--- src/rtl/unit_select_switcher.sv ---
module unit_select_switcher #(
  parameter int Q_BITS    = 3,
  parameter int SPARES    = 2,
  parameter int BANK_BITS = 2,
  parameter bit PER_BANK  = 1'b1,
  localparam int PHYS     = (1 << Q_BITS) + SPARES
) (
  input  logic                 clk,
  input  logic                 rst_n,
  input  logic                 req_valid,
  input  logic [BANK_BITS-1:0] bank_idx,
  input  logic [Q_BITS-1:0]    unit_code,
  input  logic                 remap_en,
  input  logic                 stat_we,
  input  logic [BANK_BITS-1:0] stat_bank,
  input  logic [PHYS-1:0]      stat_fault,
  output logic [PHYS-1:0]      phys_sel,
  output logic                 ref_err,
  output logic                 out_valid
);
  localparam int NBANK = PER_BANK ? (1 << BANK_BITS) : 1;
  localparam int CW    = $clog2(PHYS + 1);

  logic [PHYS-1:0] stat_q [NBANK];
  logic [PHYS-1:0] stat_cur;
  logic [PHYS-1:0] good;
  logic [PHYS-1:0] map_sel;
  logic            map_err;
  logic [CW-1:0]   cnt;

  generate
    if (PER_BANK) begin : g_file
      always_ff @(posedge clk or negedge rst_n) begin
        if (!rst_n) begin
          for (int b = 0; b < NBANK; b++) stat_q[b] <= '0;
        end else if (stat_we) begin
          stat_q[stat_bank] <= stat_fault;
        end
      end
      assign stat_cur = stat_q[bank_idx];

      always_ff @(posedge clk or negedge rst_n) begin
        if (!rst_n) begin
          phys_sel  <= '0;
          ref_err   <= 1'b0;
          out_valid <= 1'b0;
        end else begin
          phys_sel  <= req_valid ? map_sel : '0;
          ref_err   <= req_valid & map_err;
          out_valid <= req_valid;
        end
      end
    end else begin : g_shared
      logic unused_bank;
      assign unused_bank = ^{bank_idx, stat_bank};

      always_ff @(posedge clk or negedge rst_n) begin
        if (!rst_n)       stat_q[0] <= '0;
        else if (stat_we) stat_q[0] <= stat_fault;
      end
      assign stat_cur  = stat_q[0];
      assign phys_sel  = req_valid ? map_sel : '0;
      assign ref_err   = req_valid & map_err;
      assign out_valid = req_valid;
    end
  endgenerate

  assign good = remap_en ? ~stat_cur : '1;

  always_comb begin
    cnt     = '0;
    map_sel = '0;
    for (int j = 0; j < PHYS; j++) begin
      if (good[j] && cnt == CW'(unit_code)) map_sel[j] = 1'b1;
      cnt = cnt + CW'(good[j]);
    end
    map_err = (cnt <= CW'(unit_code));
  end
endmodule

--- config.mk ---
export PLATFORM = sky130hd
export DESIGN_NAME = unit_select_switcher
export DESIGN_NICKNAME = d
export VERILOG_FILES = /design/src/rtl/unit_select_switcher.sv
export SDC_FILE = /design/constraint.sdc
export NUM_CORES = 1
export LEC_CHECK = 0
export BUFFER_PORTS_ARGS = -buffer_cell sky130_fd_sc_hd__buf_4
export CAP_MARGIN = 30
export CORE_ASPECT_RATIO = 0.75
export CORE_MARGIN = 5
export CORE_UTILIZATION = 30
export DETAILED_ROUTE_END_ITERATION = 6
export GPL_TIMING_DRIVEN = 0
export PLACE_DENSITY = 0.51
export SYNTH_ARGS = -nofsm -noshare
export SYNTH_HDL_FRONTEND = slang
export SYNTH_SLANG_ARGS = --single-unit
--- constraint.sdc ---
create_clock -name clk -period 6.6 [get_ports clk]
set_clock_uncertainty 0.1 [all_clocks]
set_input_delay 0.66 -clock clk [delete_from_list [all_inputs] [get_ports clk]]
set_output_delay 0.66 -clock clk [all_outputs]
set_load 0.02 [all_outputs]
Word level (Yosys, flattened, before mapping)
Index checks and enable logic that the tools add are counted.
{"block": "totals", "out_inout_bits": 12, "reg_bits": 52, "word_cells": 63, "inputBits": 22}
{"block": "classes", "add_sub_neg": 9, "muxes": 18, "order_cmp": 4, "eq_ne": 9, "bitwise": 4, "n_reduce_logical": 12}
{"op": "$mux W10", "count": 5}
{"op": "$bwmux W40", "count": 1}
{"op": "$add A4 B1 Y4", "count": 6}
{"op": "$eq A4 B3 Y1", "count": 6}
{"op": "$bmux W10 S2", "count": 1}
{"op": "$demux W10 S2", "count": 1}
{"op": "$logic_and A1 B1 Y1", "count": 11}
{"op": "$mux W1", "count": 10}
{"op": "$not A10 Y10", "count": 1}
{"op": "$ge A3 B3 Y1 const B", "count": 2}
{"op": "$not A2 Y3", "count": 2}
{"op": "$add A3 B1 Y4", "count": 1}
{"op": "$le A4 B3 Y1", "count": 1}
{"op": "$add A2 B1 Y3", "count": 1}
{"op": "$eq A1 B3 Y1", "count": 1}
{"op": "$eq A2 B3 Y1", "count": 1}
{"op": "$eq A3 B3 Y1", "count": 1}
{"op": "$logic_not A3 Y1", "count": 1}
{"op": "$lt A3 B1 Y1 const B", "count": 1}
{"op": "$add A1 B1 Y2", "count": 1}
{"op": "$and A1 B1 Y1", "count": 1}

Longest topological paths before layout
Gate-level depths: netlist of run 1.
{"block": "depth", "ltp_word": 18, "depth_mapped": 17, "depth_no_buf": 16}

Worst setup path after synthesis of run 1
No wires, ideal clock.
{"block": "synth_path", "kind": "input to register", "from": "in bank_idx[0]", "to": "reg ref_err", "arrival_time_ns": 5.602, "path_stages": 17, "setup_ns": 0.067, "setup_slack_ns": 0.831, "required_time_ns": 6.433, "cell_sequence": "buf_2 mux4_2 nand2_1 fa_1 ha_1 fa_1 ha_1 ha_1 ha_1 ha_1 ha_1 ha_1 ha_1 nor2b_1 o21a_1 o21ai_0 and3_1"}
{"block": "synth_via", "elab_chain_len": 17}
{"item": "from (decl)", "line_no": "11", "rtl": "input logic [BANK_BITS-1:0] bank_idx,"}
{"item": "$not A2 Y3 (implied by the code) *", "line_no": "40", "rtl": "assign stat_cur = stat_q[bank_idx];"}
{"item": "$bmux W10 S2 *", "line_no": "40"}
{"item": "$mux W10 (implied by the code) * (2 in a row)", "line_no": "40"}
{"item": "$not A10 Y10 *", "line_no": "68", "rtl": "assign good = remap_en ? ~stat_cur : '1;"}
{"item": "$mux W10 *", "line_no": "68"}
{"item": "$add A1 B1 Y2", "line_no": "75", "rtl": "cnt = cnt + CW'(good[j]);"}
{"item": "$add A2 B1 Y3", "line_no": "75"}
{"item": "$add A3 B1 Y4", "line_no": "75"}
{"item": "$add A4 B1 Y4 (5 in a row)", "line_no": "75"}
{"item": "$add A4 B1 Y4 *", "line_no": "75"}
{"item": "$le A4 B3 Y1 *", "line_no": "77", "rtl": "map_err = (cnt <= CW'(unit_code));"}
{"item": "$and A1 B1 Y1 *", "line_no": "49", "rtl": "ref_err <= req_valid & map_err;"}
{"item": "to (signal assigned)", "line_no": "49"}
{"item": "to (decl)", "line_no": "18", "rtl": "output logic ref_err,"}
Every way passes the cells marked *; elsewhere a longest branch is shown, timed or not. The select of a mux whose other input is x is not followed.
A chain may end at the register's enable or synchronous reset.

Worst setup path in the final report of run 1
{"block": "layout_path", "from": "in bank_idx[1]", "to": "reg ref_err"}
The elaborated chain is that of the path after synthesis.

==> qor.yml, run 1 <==
period_share_pct: 88.1
die_w_microns: 125
cts_root_buf: "clkbuf_16"
worst_slack_ps: 786
ys_ff_latch: 52
start_kind: "input port"
synth_area_sq_um: 2990
fill_cells: 986
synth_fa_ha_area_share_pct: 9.29
path_max_fanout: 10
setup_violations: 0
instances_no_fill: 392
cp-end-kind: "flip-flop"
synth_compound_area_share_pct: 0.712
yosys_warnings: 0
finalSetupTns_ps: 0
synth_cell_types: 31
yosys.area_share.simple_pct: 8.41
grt_antenna_before_repair: 0
antenna_left: 0
grt_pass1_wl_mm: 9.92
io_buffers: 30
max-slew-margin-rel_pct: 52.7
cts_setup_buffers: 0
layout_commonest_cell: "dfrtp_1"
synth_xor_area_share_pct: 13.8
place_ws_ps: 453
grt-ovfl-total: 0
grtUsageTotal_pct: 10.5
met2_usage_pct: 15.5
synth_top_family_by_area: "multiplexers"
hold_buffers: 0
drv_slew: 0
num_rows: 31
via_per_inst: 4.50
synth_seq_area_share_pct: 43.5
use_met3_pct: 3.41
maxCapViolations: 0
cts_tree: "yes"
synthMuxAreaShare_pct: 22.6
gp_congestion: 0.693
wl_per_cell_microns: 14.9
max_freq_ghz: 0.172
drt_pass1_iterations: 4
wl_mm: 5.85
grt-busiest-layer: "met2"
utilization_pct: 36.3
syn_nets: 265
cp.required_ps: 6730
clk_pin_slew_ps: 70
mostFrequentLayoutCells: "dfrtp_1, mux2_2, buf_4, xnor2_1, ha_1"
placed_cells: 384
worstPathCellList: "clkbuf_1, mux4_2, nand2_1, fa_1, ha_1, fa_1, ha_1, ha_1, ha_1, ha_1, ha_1, ha_1, ha_1, nor2b_1, o21a_1, o21ai_0, and3_1"
worstPathArrival_ps: 5940
drc: 0
synth.avg_cell_area_sq_um: 13.5
crit_path_top_delay_cell: "fa_1"
die_h_microns: 96.4
drive_gt1_share_pct: 37.3
area_growth_pct: 17.9
gr-usage-met1_pct: 14.9
syn_inst: 222
rsz0062_at_grt: "no"
clock_sinks: 52
grt_pass1_vias: 1869
hold_viol: 0
cts.repair.resized: 0
numCtsBuffers: 5
htree_levels: 2
antenna_cells: 0
drt-initial-drc-count: 50
crit_top_cell: "ha_1"
tightest_slew_ps: 692
status: "finished clean"
dieArea_sq_um: 12100
clockBufferDepth: 2
insertion_delay_ps: 290
min_path_type: "in -> async"
period_needed_ps: 5810
cpPeakStageDelay_ps: 500
crit_buf_inv: 1
nNetsFinal: 302
critPathKind: "in -> reg"
critPathTopFamily: "adder cells"
num_vias: 1764
grt_max_degree: 53
initial_core_util_pct: 30.8
hpwl_mm: 4.44
io_pins: 34
core_area_sq_um: 9700
-- registers in the layout, summed over array words and instances (netlist names) --
name / flops
out_valid: 1
phys_sel: 10
ref_err: 1
stat_q: 40
-- logic make-up (layout without fill, tap and decap cells) --
family	Yosys count	count (layout)
XOR/XNOR	39	39
AO/OA/AOI/OAI	3	3
flip-flops	52	52
adder cells (fa/ha/maj)	21	21
multiplexers	50	50
buffers and inverters	13	51
AND/OR/NAND/NOR	44	44
-- Yosys cell counts --
cell / number / area (sq um)
a2111oi_0: 1 / 8.76
and3_1: 1 / 6.26
and4_1: 1 / 8.76
buf_1: 1 / 3.75
buf_2: 1 / 5.00
clkbuf_1: 8 / 30.0
dfrtp_1: 52 / 1300
fa_1: 2 / 40.0
ha_1: 19 / 238
inv_1: 3 / 11.3
mux2_2: 40 / 450
mux4_2: 10 / 225
nand2_1: 14 / 52.6
nand3_1: 8 / 40.0
nand3b_1: 2 / 15.0
nand4_1: 5 / 31.3
nor2_1: 1 / 3.75
nor2_4: 2 / 22.5
nor2b_1: 1 / 6.26
nor3_1: 3 / 15.0
nor3_2: 1 / 10.0
nor3b_1: 3 / 22.5
nor4b_1: 2 / 17.5
o21a_1: 1 / 7.51
o21ai_0: 1 / 5.00
xnor2_1: 23 / 201
xnor2_2: 1 / 16.3
xnor3_2: 1 / 23.8
xor2_1: 10 / 87.6
xor2_2: 2 / 32.5
xor3_2: 2 / 50.1
-- worst register-to-register path: stages, from the launching register on --
cell and delay [ps]:
dfrtp_1 380, mux4_2 480, nand2_1 190, fa_1 480, ha_1 230, fa_1 500, ha_1 370, ha_1 360
ha_1 360, ha_1 350, ha_1 350, ha_1 310, ha_1 290, nor2b_1 140, o21a_1 150, o21ai_0 120
and3_1 180
-- layout make-up --
class	instances	area [sq um]	share of cell area, %
buffer	10	38.8	1.10
clock buffer	6	129	3.66
clock inverter	2	16.3	0.461
inverter	3	11.3	0.319
multi-input combinational	157	1640	46.5
sequential	52	1300	36.9
tap	132	165	4.69
timing repair buffer	30	225	6.39
-- stage by stage --
| step | hold WS, ps | instance area, sq um |
|---|---|---|
| 2_1_floorplan | 264 | 2990 |
| 3_3_place_gp | 383 | 3380 |
| 3_5_place_dp | 391 | 3380 |
| 4_1_cts | 332 | 3520 |
| 5_1_grt | 364 | 3520 |
| 6_report | 305 | 3520 |
-- path summary, 6_finish.rpt --
path | from | endpoint | slack (ps) | cells after the start
setup / recovery | bank_idx[1] | ref_err | 790 | 17
hold / removal | rst_n | phys_sel[1] | 300 | 1
setup reg to reg | stat_q[10] | ref_err | 1200 | 16
hold reg to reg | stat_q[16] | stat_q[16] | 400 | 1
max in group asynchronous | rst_n | stat_q[37] | 5670 | 1
min in group clk | req_valid | out_valid | 390 | 1
-- layer usage --
metal  part of all wire [%]  up-vias
met2                     42       31
met1                     52      863
met4                   0.68        0
met5                      0        -
met3                    4.7        6
li1                       -      864
Power of run 1 is not shown: default switching activity piles up to over one toggle a cycle in this logic, so the estimate is an artifact.
==> run 2: changes to the inputs <==
--- a/config.mk
+++ b/config.mk
@@ -5,7 +5,7 @@
 export SDC_FILE = /design/constraint.sdc
 export NUM_CORES = 1
 export LEC_CHECK = 0
-export BUFFER_PORTS_ARGS = -buffer_cell sky130_fd_sc_hd__buf_4
+export BUFFER_PORTS_ARGS = -buffer_cell sky130_fd_sc_hd__buf_2
 export CAP_MARGIN = 30
 export CORE_ASPECT_RATIO = 0.75
 export CORE_MARGIN = 5
@@ -13,6 +13,7 @@
 export DETAILED_ROUTE_END_ITERATION = 6
 export GPL_TIMING_DRIVEN = 0
 export PLACE_DENSITY = 0.51
+export SKIP_LAST_GASP = 1
 export SYNTH_ARGS = -nofsm -noshare
 export SYNTH_HDL_FRONTEND = slang
 export SYNTH_SLANG_ARGS = --single-unit
==> run 2 against run 1 <==
  * Final cell count is 0.26% higher
  * Critical path depth stayed put
  * Design area down 1.6%
  * Via count is 1.6% higher
  * Sequential share of layout area rose by 0.59 points
  * Routed wire length shrank 0.32%
  * Non-clock buffer count up 1
  * Highest routed layer unchanged
==> qor.yml, run 2 (synthesis gave the netlist of run 1 again) <==
r2r_cells: 16
via_per_inst: 4.56
grtUsageTotal_pct: 10.6
drt_pass1_iterations: 4
crit_path_top_delay_cell: "mux4_2"
core_area_sq_um: 9700
instances_no_fill: 393
cts.repair.resized: 0
largest_reg_flops: 40
drc: 0
wl_per_cell_microns: 14.8
cp.required_ps: 6720
dieArea_sq_um: 12100
io_buffers: 30
worstPathCellList: "buf_2, mux4_2, nand2_1, fa_1, ha_1, fa_1, ha_1, ha_1, ha_1, ha_1, ha_1, ha_1, ha_1, nor2b_1, o21a_1, o21ai_0, and3_1"
rsz0062_at_grt: "no"
largestRegisters: "stat_q x40, phys_sel x10"
die_h_microns: 96.4
cp.depth: 17
fill_cells: 956
htree_levels: 2
cts_setup_buffers: 0
cts_root_buf: "clkbuf_16"
cp-end-kind: "flip-flop"
hpwl_mm: 4.49
grt_max_degree: 28
grt_pass1_vias: 1860
critPathCapture: "ref_err"
crit_top_cell: "ha_1"
critPathTopFamily: "adder cells"
grt-ovfl-total: 0
gp_congestion: 0.716
max-slew-margin-rel_pct: 54.8
area_growth_pct: 16.1
setup_violations: 0
start_kind: "input port"
initial_core_util_pct: 30.8
status: "finished clean"
largest_register: "stat_q"
grt_pass1_wl_mm: 9.89
clk_pin_slew_ps: 70
hold_buffers: 0
drv_slew: 0
crit_buf_inv: 1
cpPeakStageDelay_ps: 580
path_max_fanout: 10
min_path_type: "in -> async"
r2r_slack_ps: 1220
reg2reg_to: "ref_err"
finalSetupTns_ps: 0
period_share_pct: 87.8
cts_tree: "yes"
period_needed_ps: 5800
num_rows: 31
io_pins: 34
num_vias: 1793
maxCapViolations: 0
clockBufferDepth: 2
clock_sinks: 52
drt-initial-drc-count: 66
crit_start: "bank_idx[0]"
placed_cells: 385
wl_mm: 5.84
tightest_slew_ps: 678
drive_gt1_share_pct: 37.5
critPathKind: "in -> reg"
grt_antenna_before_repair: 0
max_freq_ghz: 0.173
antenna_cells: 0
rr_startpoint: "stat_q[10]"
layout_commonest_cell: "dfrtp_1"
hold_viol: 0
die_w_microns: 125
worstPathArrival_ps: 5920
antenna_left: 0
mostFrequentLayoutCells: "dfrtp_1, mux2_2, buf_2, xnor2_1, ha_1"
insertion_delay_ps: 290
numCtsBuffers: 5
nNetsFinal: 303
run 2: metrics by stage:
step	setup slack (ps)	hold slack [ps]	instance area (sq um)	utilization [%]
final	804	270	3470	35.8
after global routing	553	321	3470	35.8
after CTS	777	283	3470	35.8
after detailed placement	473	391	3320	34.3
after global placement	480	382	3300	34.1
after floorplan	831	264	2990	-
run 2: final cells by class:
class                   instances  area (sq um)  area share, %
plain buffers                  10          38.8           1.12
multi-input cells             157          1640           47.2
clock buffers                   6           129           3.71
flip-flops and latches         52          1300           37.5
clock inverters                 2          16.3          0.469
well taps                     132           165           4.76
repair buffers                 31           170           4.90
inverters                       3          11.3          0.325
run 2: worst min path at each step:
stage,slack (ps),from,cells after the start,endpoint
floorplan,260,rst_n,0,out_valid
global placement,380,stat_q[24],1,stat_q[24]
detailed placement,390,stat_q[0],1,stat_q[0]
CTS,280,rst_n,1,phys_sel[3]
global route,320,rst_n,1,phys_sel[3]
finish,270,rst_n,1,phys_sel[3]
run 2: per-layer routing:
layer | up-vias | routed length, microns | global-route usage (%)
met2 | 40 | 2460 | 15.8
met3 | 4 | 313 | 3.19
met4 | 0 | 59 | 3.25
met1 | 880 | 3000 | 14.9
li1 | 869 | - | -
met5 | - | 0 | 0
Power of run 2 is left out for the same reason.
==> run 3: changes to the inputs <==
--- a/config.mk
+++ b/config.mk
@@ -9,10 +9,11 @@
 export CAP_MARGIN = 30
 export CORE_ASPECT_RATIO = 0.75
 export CORE_MARGIN = 5
-export CORE_UTILIZATION = 30
+export CORE_UTILIZATION = 35
 export DETAILED_ROUTE_END_ITERATION = 6
 export GPL_TIMING_DRIVEN = 0
-export PLACE_DENSITY = 0.51
+export PLACE_DENSITY = 0.56
+export REMOVE_ABC_BUFFERS = 1
 export SKIP_LAST_GASP = 1
 export SYNTH_ARGS = -nofsm -noshare
 export SYNTH_HDL_FRONTEND = slang
==> run 3 against run 2 <==
  * Flip-flop and latch count stayed put
  * Design area is 0.76% lower
  * Setup slack better by 1.6 ps
  * Die area is 13% lower
  * Final cell count is 7.9% lower
  * Sequential share of layout area is 0.29 points higher
  * Critical path type unchanged
  * Highest routed layer unchanged
==> qor.yml, run 3 (synthesis gave the netlist of run 1 again) <==
mostFrequentLayoutCells: "dfrtp_1, mux2_2, buf_2, xnor2_1, ha_1"
worstPathArrival_ps: 5920
gp_congestion: 0.770
max_freq_ghz: 0.173
seqCellArea_sq_um: 1300
drc: 0
layout_commonest_cell: "dfrtp_1"
nNetsFinal: 296
largest_reg_flops: 40
min_path_type: "in -> async"
status: "finished clean"
clock_sinks: 52
hpwl_mm: 4.21
worst_slack_ps: 806
clk_pin_slew_ps: 70
rsz0062_at_grt: "no"
antenna_left: 0
tightest_slew_ps: 893
dieArea_sq_um: 10500
grt_antenna_before_repair: 0
numCtsBuffers: 5
drt_pass1_iterations: 4
cts.repair.resized: 0
grt-ovfl-total: 0
finalSetupTns_ps: 0
r2r_slack_ps: 1220
path_max_fanout: 10
insertion_delay_ps: 290
period_share_pct: 87.8
setup_violations: 0
start_kind: "input port"
die_w_microns: 117
place_ws_ps: 451
period_needed_ps: 5790
cts_tree: "yes"
die_h_microns: 90.0
wl_mm: 5.65
design_area_sq_um: 3440
htree_levels: 2
area_growth_pct: 15.2
hold_buffers: 0
io_pins: 34
grt_max_degree: 40
core_area_sq_um: 8380
drv_slew: 0
maxCapViolations: 0
multi_input_area_sq_um: 1640
fill_cells: 802
clockBufferDepth: 2
grtUsageTotal_pct: 11.8
placed_cell_area_sq_um: 3280
io_buffers: 33
num_vias: 1765
hold_viol: 0
antenna_cells: 0
cts_setup_buffers: 0
grt_pass1_vias: 1856
largestRegisters: "stat_q x40, phys_sel x10"
cts_root_buf: "clkbuf_16"
num_rows: 29
cp-end-kind: "flip-flop"
max-slew-margin-rel_pct: 40.2
drive_gt1_share_pct: 39.8
via_per_inst: 4.88
critPathKind: "in -> reg"
drt-initial-drc-count: 58
grt_pass1_wl_mm: 9.65
wl_per_cell_microns: 15.6
largest_register: "stat_q"
cp.required_ps: 6730
initial_core_util_pct: 35.7
## run 3: cell types whose count changed in the layout (fill, tap and decap cells not counted)
cell | previous run | this run
inv_6 | 0 | 1
clkinvlp_4 | 1 | 0
bufinv_16 | 0 | 1
buf_2 | 31 | 33
nor3b_2 | 0 | 1
clkbuf_1 | 9 | 1
nor3b_1 | 3 | 2
clkinv_4 | 1 | 0
buf_1 | 1 | 0
## run 3: worst max-delay path: stages
cell     delay [ps]
buf_2           320
mux4_2          560
nand2_1         170
fa_1            480
ha_1            230
fa_1            500
ha_1            370
ha_1            360
ha_1            360
ha_1            360
ha_1            360
ha_1            310
ha_1            280
nor2b_1         130
o21a_1          150
o21ai_0         130
and3_1          190
## run 3: final cells by class
type | count | area share (%)
multi-input cells | 157 | 47.7
flip-flops and latches | 52 | 37.8
repair buffers | 34 | 5.38
well taps | 108 | 3.92
clock buffers | 6 | 3.74
clock inverters | 2 | 1.13
inverters | 3 | 0.327
## run 3: worst paths after layout
check / startpoint / endpoint / cells past startpoint
worst max-delay path: bank_idx[0] / ref_err / 17
worst min-delay path: rst_n / phys_sel[4] / 1
worst max register to register: stat_q[0] / ref_err / 16
worst min register to register: stat_q[18] / stat_q[18] / 1
max in group asynchronous: rst_n / stat_q[29] / 2
min in group clk: stat_q[18] / stat_q[18] / 1
## run 3: through the flow
| step | utilization, % | instances | hold WS, ps |
|---|---|---|---|
| 2_1_floorplan | - | 212 | 264 |
| 3_3_place_gp | 38.8 | 353 | 382 |
| 3_5_place_dp | 39.1 | 354 | 391 |
| 4_1_cts | 41.1 | 362 | 180 |
| 5_1_grt | 41.1 | 362 | 197 |
| 6_report | 41.1 | 362 | 168 |
## run 3: per-layer routing
metal  track usage, %  wire, microns
met5                0              0
met4             3.25             63
met1             17.4           2880
met3             2.82            245
met2             17.1           2460
Power of run 3 is left out for the same reason.
